<file path="config.mk">
export PLATFORM = sky130hd
export DESIGN_NAME = sched_pin_gen
export DESIGN_NICKNAME = d
export VERILOG_FILES = /design/src/rtl/spg_pkg.sv /design/src/rtl/spg_cfg_regs.sv /design/src/rtl/spg_cmd_gate.sv /design/src/rtl/spg_edge_timer.sv /design/src/rtl/spg_pin_ctrl.sv /design/src/rtl/sched_pin_gen.sv
export SDC_FILE = /design/constraint.sdc
export NUM_CORES = 1
export LEC_CHECK = 0
export ABC_AREA = 1
export BUFFER_PORTS_ARGS = -buffer_cell sky130_fd_sc_hd__buf_2
export CAP_MARGIN = 20
export CORE_MARGIN = 5
export CORE_UTILIZATION = 60
export CTS_BUF_LIST = sky130_fd_sc_hd__clkbuf_4 sky130_fd_sc_hd__clkbuf_8 sky130_fd_sc_hd__clkbuf_16
export DETAILED_ROUTE_END_ITERATION = 10
export PLACE_DENSITY = 0.84
export SLEW_MARGIN = 20
export SYNTH_ARGS = -nofsm -noshare
export SYNTH_HDL_FRONTEND = slang
export SYNTH_SLANG_ARGS = --single-unit
</file>
<file path="constraint.sdc">
create_clock -name clk -period 3.6 [get_ports clk]
set_input_delay 0.36 -clock clk [delete_from_list [all_inputs] [get_ports clk]]
set_output_delay 0.36 -clock clk [all_outputs]
set_load 0.02 [all_outputs]
</file>
<file path="src/rtl/spg_pkg.sv">
package spg_pkg;

    typedef enum logic [1:0] {
        SPG_IDLE    = 2'd0,
        SPG_ARMED   = 2'd1,
        SPG_RUNNING = 2'd2
    } spg_state_e;

    typedef struct packed {
        logic go;
        logic halt;
    } spg_cmd_t;

    function automatic spg_cmd_t spg_decode(input logic [31:0] word,
                                            input int go_bit,
                                            input int halt_bit);
        spg_cmd_t c;
        c.go   = word[go_bit];
        c.halt = word[halt_bit];
        return c;
    endfunction

endpackage

</file>
<file path="src/rtl/spg_cfg_regs.sv">
module spg_cfg_regs #(
    parameter int TIME_W = 64,
    parameter int DUR_W  = 32
) (
    input  logic              clk,
    input  logic              rst,
    input  logic              start_wr,
    input  logic [TIME_W-1:0] start_wdata,
    input  logic              dur_wr,
    input  logic [DUR_W-1:0]  dur_wdata,
    output logic [TIME_W-1:0] start_q,
    output logic [DUR_W-1:0]  dur_q
);

    always_ff @(posedge clk) begin
        if (rst) begin
            start_q <= '0;
            dur_q   <= '0;
        end else begin
            if (start_wr) start_q <= start_wdata;
            if (dur_wr)   dur_q   <= dur_wdata;
        end
    end

endmodule

</file>
<file path="src/rtl/spg_cmd_gate.sv">
module spg_cmd_gate
    import spg_pkg::*;
#(
    parameter int TIME_W   = 64,
    parameter int DUR_W    = 32,
    parameter int CMD_W    = 32,
    parameter int GO_BIT   = 28,
    parameter int HALT_BIT = 27
) (
    input  logic              cmd_valid,
    input  logic [CMD_W-1:0]  cmd_word,
    input  logic [TIME_W-1:0] now_ticks,
    input  logic [TIME_W-1:0] start_q,
    input  logic [DUR_W-1:0]  dur_q,
    output logic              arm_req,
    output logic              halt_req
);

    localparam int PAD_W = (CMD_W < 32) ? 32 - CMD_W : 0;

    logic [31:0] word32;
    spg_cmd_t    cmd;
    logic        in_future;
    logic        dur_ok;

    generate
        if (CMD_W < 32) begin : g_pad
            assign word32 = {{PAD_W{1'b0}}, cmd_word};
        end else begin : g_cut
            assign word32 = cmd_word[31:0];
        end
    endgenerate

    always_comb begin
        cmd       = spg_decode(word32, GO_BIT, HALT_BIT);
        in_future = start_q > now_ticks;
        dur_ok    = dur_q != '0;
        halt_req  = cmd_valid && cmd.halt;
        arm_req   = cmd_valid && cmd.go && !cmd.halt && in_future && dur_ok;
    end

endmodule

</file>
<file path="src/rtl/spg_edge_timer.sv">
module spg_edge_timer #(
    parameter int TIME_W = 64,
    parameter int DUR_W  = 32
) (
    input  logic              clk,
    input  logic              rst,
    input  logic [TIME_W-1:0] now_ticks,
    input  logic              load,
    input  logic [TIME_W-1:0] load_time,
    input  logic [DUR_W-1:0]  load_dur,
    input  logic              advance,
    output logic              due,
    output logic [TIME_W-1:0] edge_q
);

    logic [DUR_W-1:0] run_dur_q;

    always_ff @(posedge clk) begin
        if (rst) begin
            edge_q    <= '0;
            run_dur_q <= '0;
        end else if (load) begin
            edge_q    <= load_time;
            run_dur_q <= load_dur;
        end else if (advance) begin
            edge_q    <= edge_q + TIME_W'(run_dur_q);
        end
    end

    assign due = now_ticks >= edge_q;

endmodule

</file>
<file path="src/rtl/spg_pin_ctrl.sv">
module spg_pin_ctrl
    import spg_pkg::*;
(
    input  logic clk,
    input  logic rst,
    input  logic arm_req,
    input  logic halt_req,
    input  logic due,
    output logic advance,
    output logic pin_out,
    output logic active
);

    spg_state_e state_q;
    logic       pin_q;

    always_comb begin
        advance = (state_q != SPG_IDLE) && due && !halt_req && !arm_req;
    end

    always_ff @(posedge clk) begin
        if (rst) begin
            state_q <= SPG_IDLE;
            pin_q   <= 1'b0;
        end else if (halt_req) begin
            state_q <= SPG_IDLE;
            pin_q   <= 1'b0;
        end else if (arm_req) begin
            state_q <= SPG_ARMED;
            pin_q   <= 1'b0;
        end else if (advance) begin
            state_q <= SPG_RUNNING;
            pin_q   <= ~pin_q;
        end
    end

    assign pin_out = pin_q;
    assign active  = state_q != SPG_IDLE;

endmodule

</file>
<file path="src/rtl/sched_pin_gen.sv">
module sched_pin_gen
    import spg_pkg::*;
#(
    parameter int TIME_W   = 64,
    parameter int DUR_W    = 32,
    parameter int CMD_W    = 32,
    parameter int GO_BIT   = 28,
    parameter int HALT_BIT = 27
) (
    input  logic              clk,
    input  logic              rst,
    input  logic [TIME_W-1:0] now_ticks,
    input  logic              start_wr,
    input  logic [TIME_W-1:0] start_wdata,
    input  logic              dur_wr,
    input  logic [DUR_W-1:0]  dur_wdata,
    input  logic              cmd_valid,
    input  logic [CMD_W-1:0]  cmd_word,
    output logic              pin_out,
    output logic              active
);

    logic [TIME_W-1:0] start_q;
    logic [DUR_W-1:0]  dur_q;
    logic [TIME_W-1:0] edge_q;
    logic              arm_req;
    logic              halt_req;
    logic              due;
    logic              advance;

    spg_cfg_regs #(.TIME_W(TIME_W), .DUR_W(DUR_W)) u_regs (
        .clk         (clk),
        .rst         (rst),
        .start_wr    (start_wr),
        .start_wdata (start_wdata),
        .dur_wr      (dur_wr),
        .dur_wdata   (dur_wdata),
        .start_q     (start_q),
        .dur_q       (dur_q)
    );

    spg_cmd_gate #(
        .TIME_W(TIME_W), .DUR_W(DUR_W), .CMD_W(CMD_W),
        .GO_BIT(GO_BIT), .HALT_BIT(HALT_BIT)
    ) u_gate (
        .cmd_valid (cmd_valid),
        .cmd_word  (cmd_word),
        .now_ticks (now_ticks),
        .start_q   (start_q),
        .dur_q     (dur_q),
        .arm_req   (arm_req),
        .halt_req  (halt_req)
    );

    spg_edge_timer #(.TIME_W(TIME_W), .DUR_W(DUR_W)) u_timer (
        .clk       (clk),
        .rst       (rst),
        .now_ticks (now_ticks),
        .load      (arm_req),
        .load_time (start_q),
        .load_dur  (dur_q),
        .advance   (advance),
        .due       (due),
        .edge_q    (edge_q)
    );

    spg_pin_ctrl u_pin (
        .clk      (clk),
        .rst      (rst),
        .arm_req  (arm_req),
        .halt_req (halt_req),
        .due      (due),
        .advance  (advance),
        .pin_out  (pin_out),
        .active   (active)
    );

endmodule

</file>
Word-level counts from Yosys, hierarchy flattened
Cells that the tools add are included.
{ "totals": {"memories": 0, "mem_bits_ro": 0, "latchBits": 0, "ff_bits": 195, "ramBits": 0, "word_cells": 31, "inputBits": 197, "output_inout_bits": 2} }
{ "op_classes": {"n_eq_ne": 0, "n_bitwise": 1, "mux": 4, "shift": 0, "magnitude_cmp": 2, "multipliers": 0, "reduce_logical": 16, "add_sub_neg": 1, "n_div": 0} }
{ "op_table": {"columns": ["op", "count"], "rows": [
  ["2-to-1 mux 64 bit", 2],
  ["adder 64 x 32 -> 64 bit", 1],
  [">= comparator 64 bit", 1],
  ["greater-than comparator 64 bit", 1],
  ["nonzero test 32 bit", 1],
  ["logical AND 1 bit", 8],
  ["nonzero test 2 bit", 2],
  ["logical NOT 1 bit", 3],
  ["OR reduction 3 bit", 1],
  ["2-to-1 mux 1 bit", 2],
  ["OR reduction 2 bit", 1],
  ["NOT 1 bit", 1]
]} }

Depth between registers and ports, before layout
Gate-level depths: netlist (run 1).
{ "depth": {"word_depth": 8, "ltp_mapped": 22, "mapped_depth_nobuf": 21} }

By module
A second synthesis (run 1) with hierarchy kept.
{ "unflattened": {"hier_cells": 2441, "area_unflattened_um2": 14931.8} }
{ "by_module_without_submodules": {"columns": ["module", "area_per_inst_um2", "instances", "cells_per_inst"], "rows": [
  ["spg_edge_timer", 8972.4, 1, 1517],
  ["spg_cfg_regs", 3975.1, 1, 608],
  ["spg_cmd_gate", 1824.2, 1, 294],
  ["spg_pin_ctrl", 160.2, 1, 22]
]} }

Worst setup path before layout (run 1)
Ideal clock, no wire load.
{ "synth_timing": {"path_kind": "input port to flip-flop", "startpoint": "input now_ticks[47]", "endpoint": "register u_timer.run_dur_q[13]", "stages": 14, "path_buffers": 3, "t_arrival_ns": 2.035, "path_slack_ns": 1.452, "path_cell_list": "inv_1 > ha_1 > nand4_1 > nor3_1 > nand3b_1 > nor2_1 > nand2_1 > nand2_2 > nand2_4 > buf_6 > buf_6 > buf_4 > o21ai_1 > nor2_1"} }
{ "synth_between": {"elab_chain_len": 3} }
{ "synth_lines": {"columns": ["element", "line", "text"], "rows": [
  ["start, declared", "sched_pin_gen.sv:12", "input logic [TIME_W-1:0] now_ticks,"],
  ["greater-than comparator 64 bit", "spg_cmd_gate.sv:36", "in_future = start_q > now_ticks;"],
  ["logical AND 1 bit (2 in a row)", "spg_cmd_gate.sv:39", "arm_req = cmd_valid && cmd.go && !cmd.halt && in_future && dur_ok;"],
  ["end signal, assigned", "spg_edge_timer.sv:24", "run_dur_q <= load_dur;"],
  ["end, declared", "spg_edge_timer.sv:16", "logic [DUR_W-1:0] run_dur_q;"]
]} }
No other way between the ends.
A chain may end at the register's enable or synchronous reset.

Worst setup path after layout (run 1)
{ "layout_timing": {"startpoint": "register u_regs.start_q[31]", "endpoint": "register u_timer.edge_q[18]"} }
{ "layout_between": {"elab_chain_len": 6, "word_cells_on_any_way": 7, "classes_between": "order compare (1); mux (1); reduce/logical (5)"} }
{ "layout_lines": {"columns": ["element", "line", "text"], "rows": [
  ["start, declared", "spg_cfg_regs.sv:11", "output logic [TIME_W-1:0] start_q,"],
  ["start signal, assigned", "spg_cfg_regs.sv:20", "if (start_wr) start_q <= start_wdata;"],
  ["greater-than comparator 64 bit *", "spg_cmd_gate.sv:36", null],
  ["logical AND 1 bit * (2 in a row)", "spg_cmd_gate.sv:39", null],
  ["logical NOT 1 bit", "spg_pin_ctrl.sv:18", "advance = (state_q != SPG_IDLE) && due && !halt_req && !arm_req;"],
  ["logical AND 1 bit", "spg_pin_ctrl.sv:18", null],
  ["nonzero test 2 bit (no line)", null, null],
  ["end signal, assigned", "spg_edge_timer.sv:23", "edge_q <= load_time;"],
  ["end signal, assigned", "spg_edge_timer.sv:26", "edge_q <= edge_q + TIME_W'(run_dur_q);"],
  ["end, declared", "spg_edge_timer.sv:13", "output logic [TIME_W-1:0] edge_q"]
]} }
Every way passes the cells marked *; elsewhere a longest branch is shown, timed or not.

==> out/metrics.csv, run 1 <==
metric,value,unit
ys async rst share,0,%
core box area,0.0251,mm^2
Port Buffers,168,
Routability Congestion,1.05,
maximum vdd drop,0.356,mV
fin. max-slew vios,0,
Period minus WS final,3.14,ns
Clock Latency Late Sink,0.47,ns
drt via density,5.49,
first-pass GRT wire length,80500,um
Final ANT Viol Nets,0,
Combinational Power Share,13.6,%
#FFs+latches synth,195,
Leakage Power,8.99,nW
Switching Power,1.73,mW
largest net degree at the start of global routing,75,
slew margin rel.,35.7,%
register share of total power,44.2,%
Clock Skews,0.0209,ns
"count leader, synth",nand2_1,
main area contributors after synthesis,"dfxtp_1, nand2_1, ha_1, nor2_1, inv_1",
Avg Synthesized Cell Area,5.92,um^2
Tcrit/Tclk final,87.3,%
Critical Path End Type,flop,
WL per Instance,16.6,um
vias in the first global route,15749,
Sink Count,195,
met2 routed WL,22600,um
Worst-Margin Slew,0.965,ns
die area,0.0288,mm^2
Pre-antenna DRT Iters,6,
final wirelength,50600,um
Clock power frac,42.2,%
I/O pins,199,
fraction of final layout cells with drive strength greater than 1,8.49,%
Iteration-0 DRC Markers,1668,
layout net count,3065,
final hold vios,0,
critical path arrival,3.52,ns
"Primary FF master, synth",dfxtp_1,
RSZ-0062 raised after global routing,no,
number of synthesized flops with an enable pin,0,
Global Route Usage Sum,34.7,%
DIE WIDTH,170,um
hold buffers post-CTS,0,
met1 WL,21900,um
TritonCTS Buffers,17,
final worst slack,0.458,ns
number of max-cap violations,0,
fmax,318,MHz
Int Power,3.53,mW
Layout Cells excl Fill,3050,
CP required,3.98,ns
Sw Ratio,32.8,%
setup_tns,0,ns
type of the worst setup path,reg2reg,
Post-CTS Setup Repair Bufs,0,
final setup violation count,0,
H-Tree Depth,4,
Commonest cells post-synth,"nand2_1, nor2_1, inv_1",
startpoint types,flop,
Die H,170,um
"Max FO, Critical Path",44,
DP Wirelength,39900,um
pwr/cell area,309,mW/mm^2
initial antenna violation count,1,
R2R Setup Slk,0.46,ns
outcome,completed,
Post-Syn Instances,2584,
Area Growth Syn to Fin,11.2,%
CTS root buf,clkbuf_16,
Antenna Diode Count,0,
GR Overflow Total,0,
share of the synthesized area in the top cell type,25.5,%
Via Count,16742,
dpl ws,0.401,ns
Yosys cell types,37,
"Cell Area, Synth",0.0153,mm^2
"area leader, netlist",dfxtp_1,
Ys Warns,0,
CTS tree,yes,
routed length on met3,4540,um
HP Class,in2reg,
Max Root-Sink Buffers,2,
# rows,58,
highest routed layer,met5,
dpl cells,3018,
sequential share of the synthesized area,25.5,%
initial cell density of the core,60.9,%
Clock Pin Slew Worst Setup and Hold Paths,0.10,ns
post_cts resized,0,
syn_nets,2942,
drc violations,0,
[flip-flops by register name, indices dropped and copies added, names as in the netlist]
| name | flops |
|---|---|
| u_pin.pin_out | 1 |
| u_pin.state_q | 2 |
| u_regs.dur_q | 32 |
| u_regs.start_q | 64 |
| u_timer.edge_q | 64 |
| u_timer.run_dur_q | 32 |
[kinds of logic (layout without fill, tap and decap cells)]
family / Yosys count / in the layout / synth area share [%]
flops: 195 / 195 / 25.5
xor+xnor: 30 / 30 / 1.72
fa+ha+maj: 161 / 161 / 13.2
simple gates: 1457 / 1457 / 38.3
buf+inv: 441 / 577 / 11.2
compound gates: 300 / 300 / 10.0
[through the flow]
stage	util (%)	hold slack [ns]	total power, mW	area, um^2
2_1_floorplan	-	0.432	2.80	15300
3_3_place_gp	65.1	0.442	3.03	16300
3_5_place_dp	65.1	0.463	3.07	16300
4_1_cts	67.7	0.108	5.25	17000
5_1_grt	67.7	0.119	5.45	17000
6_report	67.7	0.109	5.26	17000
[power groups by stage]
stage          Sequential, mW  Clock, mW  Combinational (mW)
3_5_place_dp             2.37          0               0.703
4_1_cts                  2.32       2.23               0.708
3_3_place_gp             2.36          0               0.663
5_1_grt                  2.33       2.30               0.816
2_1_floorplan            2.34          0               0.463
6_report                 2.32       2.22               0.717
[routing by layer]
metal / vias to the layer above / track usage [%]
li1: 8340 / -
met1: 7538 / 47.8
met2: 743 / 56.5
met3: 119 / 4.54
met4: 2 / 11.2
met5: - / 0
[cell usage in the layout, fill, tap and decap left out, types with 2 or more instances in the layout]
cell,instances
nand4_1,30
o21ai_1,10
nand3_1,162
nor3_1,21
inv_16,4
buf_12,3
a21oi_1,140
inv_8,3
nand2_1,817
o21ai_0,138
inv_12,4
o21a_1,6
xor2_1,29
clkinv_8,3
nand3b_1,3
buf_2,168
o21bai_1,3
nand2_4,2
nor2_1,405
clkbuf_16,17
dfxtp_1,195
and2_1,3
or2_2,6
buf_4,12
inv_1,358
ha_1,160
nor4_1,2
inv_2,3
[critical path, stage by stage (launching register included)]
cell     delay (ns)
dfxtp_1        0.34
ha_1           0.30
nand2_1        0.07
nor2_1         0.18
nand2_1        0.12
nor2_1         0.41
nand2_1        0.22
nor3b_2        0.28
nor2_4         0.06
nand2_4        0.24
buf_4          0.45
nand2_1        0.11
nand2_1        0.09
nand2_1        0.06
a21oi_1        0.12
[final timing paths]
path,startpoint,end,cells after the start
hold reg to reg,u_pin.state_q[1],u_pin.state_q[1],2
setup reg to reg,u_regs.start_q[31],u_timer.edge_q[18],14
setup / recovery,u_regs.start_q[31],u_timer.edge_q[18],14
hold / removal,dur_wdata[19],u_regs.dur_q[19],3
[area by class of cell]
| type | instances | area [um^2] |
|---|---|---|
| clock buffer | 17 | 425 |
| inverter | 362 | 1360 |
| timing repair buffer | 183 | 991 |
| fill | 2360 | 8100 |
| multi-input combinational | 1948 | 9680 |
| clock inverter | 15 | 236 |
| tap | 330 | 413 |
| sequential | 195 | 3900 |
Power figures use the tool's default switching activity.
==> inputs of run 2 (changes only) <==
Settings changed: CORE_MARGIN 5 to unset, CORE_UTILIZATION 60 to 54, HOLD_SLACK_MARGIN set to 0.06, PLACE_DENSITY 0.84 to 0.8.
Clock period 3.6 ns to 2.8 ns, I/O delays scaled along.
==> run 2 against run 1 <==
  * Largest power group unchanged
  * Global-route usage rose by 3.0 points
  * Sequential share of layout area fell by 2.0 points
  * Count of clock-buffer cells in the layout did not move
  * Highest routed layer is now met4
  * Flip-flop and latch count did not move
  * Register-to-register slack got worse by 0.43 ns
  * Sequential power rose by 28%
  * Final cell count rose by 6.5%
  * Total power rose by 27%
  * Die area rose by 0.75%
  * Clock skew fell by 0.0032 ns
==> out/metrics.csv, run 2 (same netlist as run 1, synthesis figures left out) <==
metric,value,unit,change
dpl cells,3119,,+3.3%
highest routed layer,met4,,
drc violations,0,,unchanged
Routability Congestion,1.10,,+4.3%
Global Route Usage Sum,37.7,%,+3.0 points
vias in the first global route,16432,,+4.3%
Via Count,17420,,+4.0%
worst hold path endpoint,u_regs.dur_q[18],,
routed length on met3,4120,um,-9.1%
fmax,361,MHz,+13%
TritonCTS Buffers,17,,unchanged
Placed Instance Area,0.0169,mm^2,+3.4%
core box area,0.0279,mm^2,+11%
HP Start,dur_wdata[18],,
H-Tree Depth,4,,unchanged
pwr/cell area,359,mW/mm^2,+16%
GR Overflow Total,0,,unchanged
Period minus WS final,2.77,ns,-0.372 ns
maximum vdd drop,0.475,mV,+34%
CP required,3.18,ns,-0.80 ns
Clock Skews,0.0176,ns,-0.00323 ns
met2 routed WL,25200,um,+12%
final hold vios,0,,unchanged
CTS tree,yes,,
final wirelength,54200,um,+7.2%
drt via density,5.36,,-2.3%
Tcrit/Tclk final,98.9,%,+12 points
final setup violation count,0,,unchanged
largest net degree at the start of global routing,132,,+76%
worst path cell trace,ha_1 > nand2_1 > nor2_2 > nand2_1 > nor2_1 > buf_4 > nand2_1 > nor3b_2 > nor2_4 > nand2_8 > nand2_4 > inv_4 > buf_12 > nand2_1 > a21oi_1,,
Worst Setup SP,u_regs.start_q[31],,
R2R depth,15,,+1
first-pass GRT wire length,84200,um,+4.6%
Iteration-0 DRC Markers,1582,,-5.2%
number of max-cap violations,0,,unchanged
Clock Latency Late Sink,0.48,ns,about the same
"Max FO, Critical Path",28,,-36%
Area Growth Syn to Fin,21.8,%,
end of the worst register-to-register path,u_timer.edge_q[21],,
type of the worst setup path,reg2reg,,
I/O pins,199,,unchanged
CP max-delay cell,dfxtp_1,,
RR Startpoint,u_regs.start_q[31],,
Port Buffers,168,,unchanged
die area,0.0290,mm^2,+0.75%
critical path arrival,3.15,ns,-0.37 ns
most frequent cells in the layout,"nand2_1, nor2_1, inv_1, dfxtp_1, buf_2",,
Leakage Power,9.73,nW,+8.3%
initial cell density of the core,54.9,%,-6.0 points
HP Class,in2reg,,
Die H,170,um,+0.37%
fin area,0.0186,mm^2,+9.5%
"most used cell, CP",nand2_1,,
"commonest non-fill, non-tap cell in the layout",nand2_1,,
DIE WIDTH,170,um,+0.37%
"Core Util, Final",66.8,%,-0.88 points
fraction of final layout cells with drive strength greater than 1,10.7,%,+2.2 points
Pre-antenna DRT Iters,6,,unchanged
Sink Count,195,,unchanged
initial antenna violation count,0,,-1
startpoint types,flop,,
Max Root-Sink Buffers,2,,unchanged
Clock Pin Slew Worst Setup and Hold Paths,0.08,ns,-0.02 ns
biggest regs,"u_regs.start_q (64), u_timer.edge_q (64)",,
outcome,completed,,
# rows,61,,+5.2%
Antenna Diode Count,0,,unchanged
"slowest stage delay, CP",0.34,ns,-0.11 ns
met1 WL,23800,um,+8.7%
Layout Cells excl Fill,3249,,+6.5%
R2R Setup Slk,0.03,ns,-0.43 ns
Pwr Total,6.69,mW,+27%
slew margin rel.,37.7,%,+2.1 points
WL per Instance,16.7,um,+0.61%
Final ANT Viol Nets,0,,unchanged
Worst Hold Path Cells,3,,unchanged
DP Wirelength,41000,um,+2.7%
Worst-Margin Slew,0.933,ns,-0.0320 ns
layout net count,3216,,+4.9%
fin. max-slew vios,0,,unchanged
Critical Path End Type,flop,,
CTS root buf,clkbuf_16,,
[run 2: cell count changes in the layout (fill, tap and decap cells not counted), moves of 5 or more]
cell | before | now
buf_12 | 3 | 11
nand2_1 | 817 | 812
dlygate4sd3_1 | 0 | 91
buf_4 | 12 | 60
[run 2: worst max path at each step]
stage	cells after the start	to	slack, ns
floorplan	16	u_timer.edge_q[40]	0.66
global placement	14	u_timer.edge_q[40]	0.08
detailed placement	14	u_timer.edge_q[40]	-0.06
CTS	15	u_timer.edge_q[34]	0.06
global route	15	u_timer.edge_q[60]	-0.06
finish	15	u_timer.edge_q[21]	0.03
[run 2: what timing repair did]
item | 4_1_cts | 5_1_grt
cloned | 0 | 3
endpoints found under the hold margin | 91 | 0
hold buffers | 91 | 0
pin swaps | 1 | 0
setup buffers | 0 | 4
setup endpoints to repair | 5 | 66
gates resized for setup | 1 | 20
[run 2: report_power, final]
part	internal (mW)	leakage (nW)	switching [mW]
logic	0.466	7.84	0.619
clock network	1.29	0.295	1.33
registers	2.88	1.60	0.101
[run 2: per-stage QoR]
| step | setup slack, ns | hold slack, ns | TNS [ns] |
|---|---|---|---|
| after floorplan | 0.660 | 0.415 | 0 |
| after global placement | 0.0826 | 0.444 | 0 |
| after detailed placement | -0.0568 | 0.468 | -1.26 |
| after CTS | 0.0615 | 0.0620 | 0 |
| after global routing | -0.0643 | 0.0678 | -0.241 |
| final | 0.0302 | 0.0691 | 0 |
[run 2: area by class of cell]
type	count	area [um^2]
multi-input cells	1949	9760
inverters	362	1360
well taps	378	473
fillers	2540	9240
repair buffers	333	2500
clock buffers	17	425
clock inverters	15	203
flip-flops and latches	195	3910
[run 2: metal layers]
layer | up-vias | track usage, %
li1 | 8651 | -
met1 | 8024 | 48.9
met3 | 76 | 6.60
met5 | - | 0
met4 | 0 | 9.24
met2 | 669 | 64.3
[run 2: worst max-delay path, delay by kind of cell (launching register included)]
family                   cells  cell delay [ns]
AO/OA/AOI/OAI                1             0.17
flip-flops                   1             0.34
AND/OR/NAND/NOR             10             1.35
buffers and inverters        3             0.47
adder cells (fa/ha/maj)      1             0.31
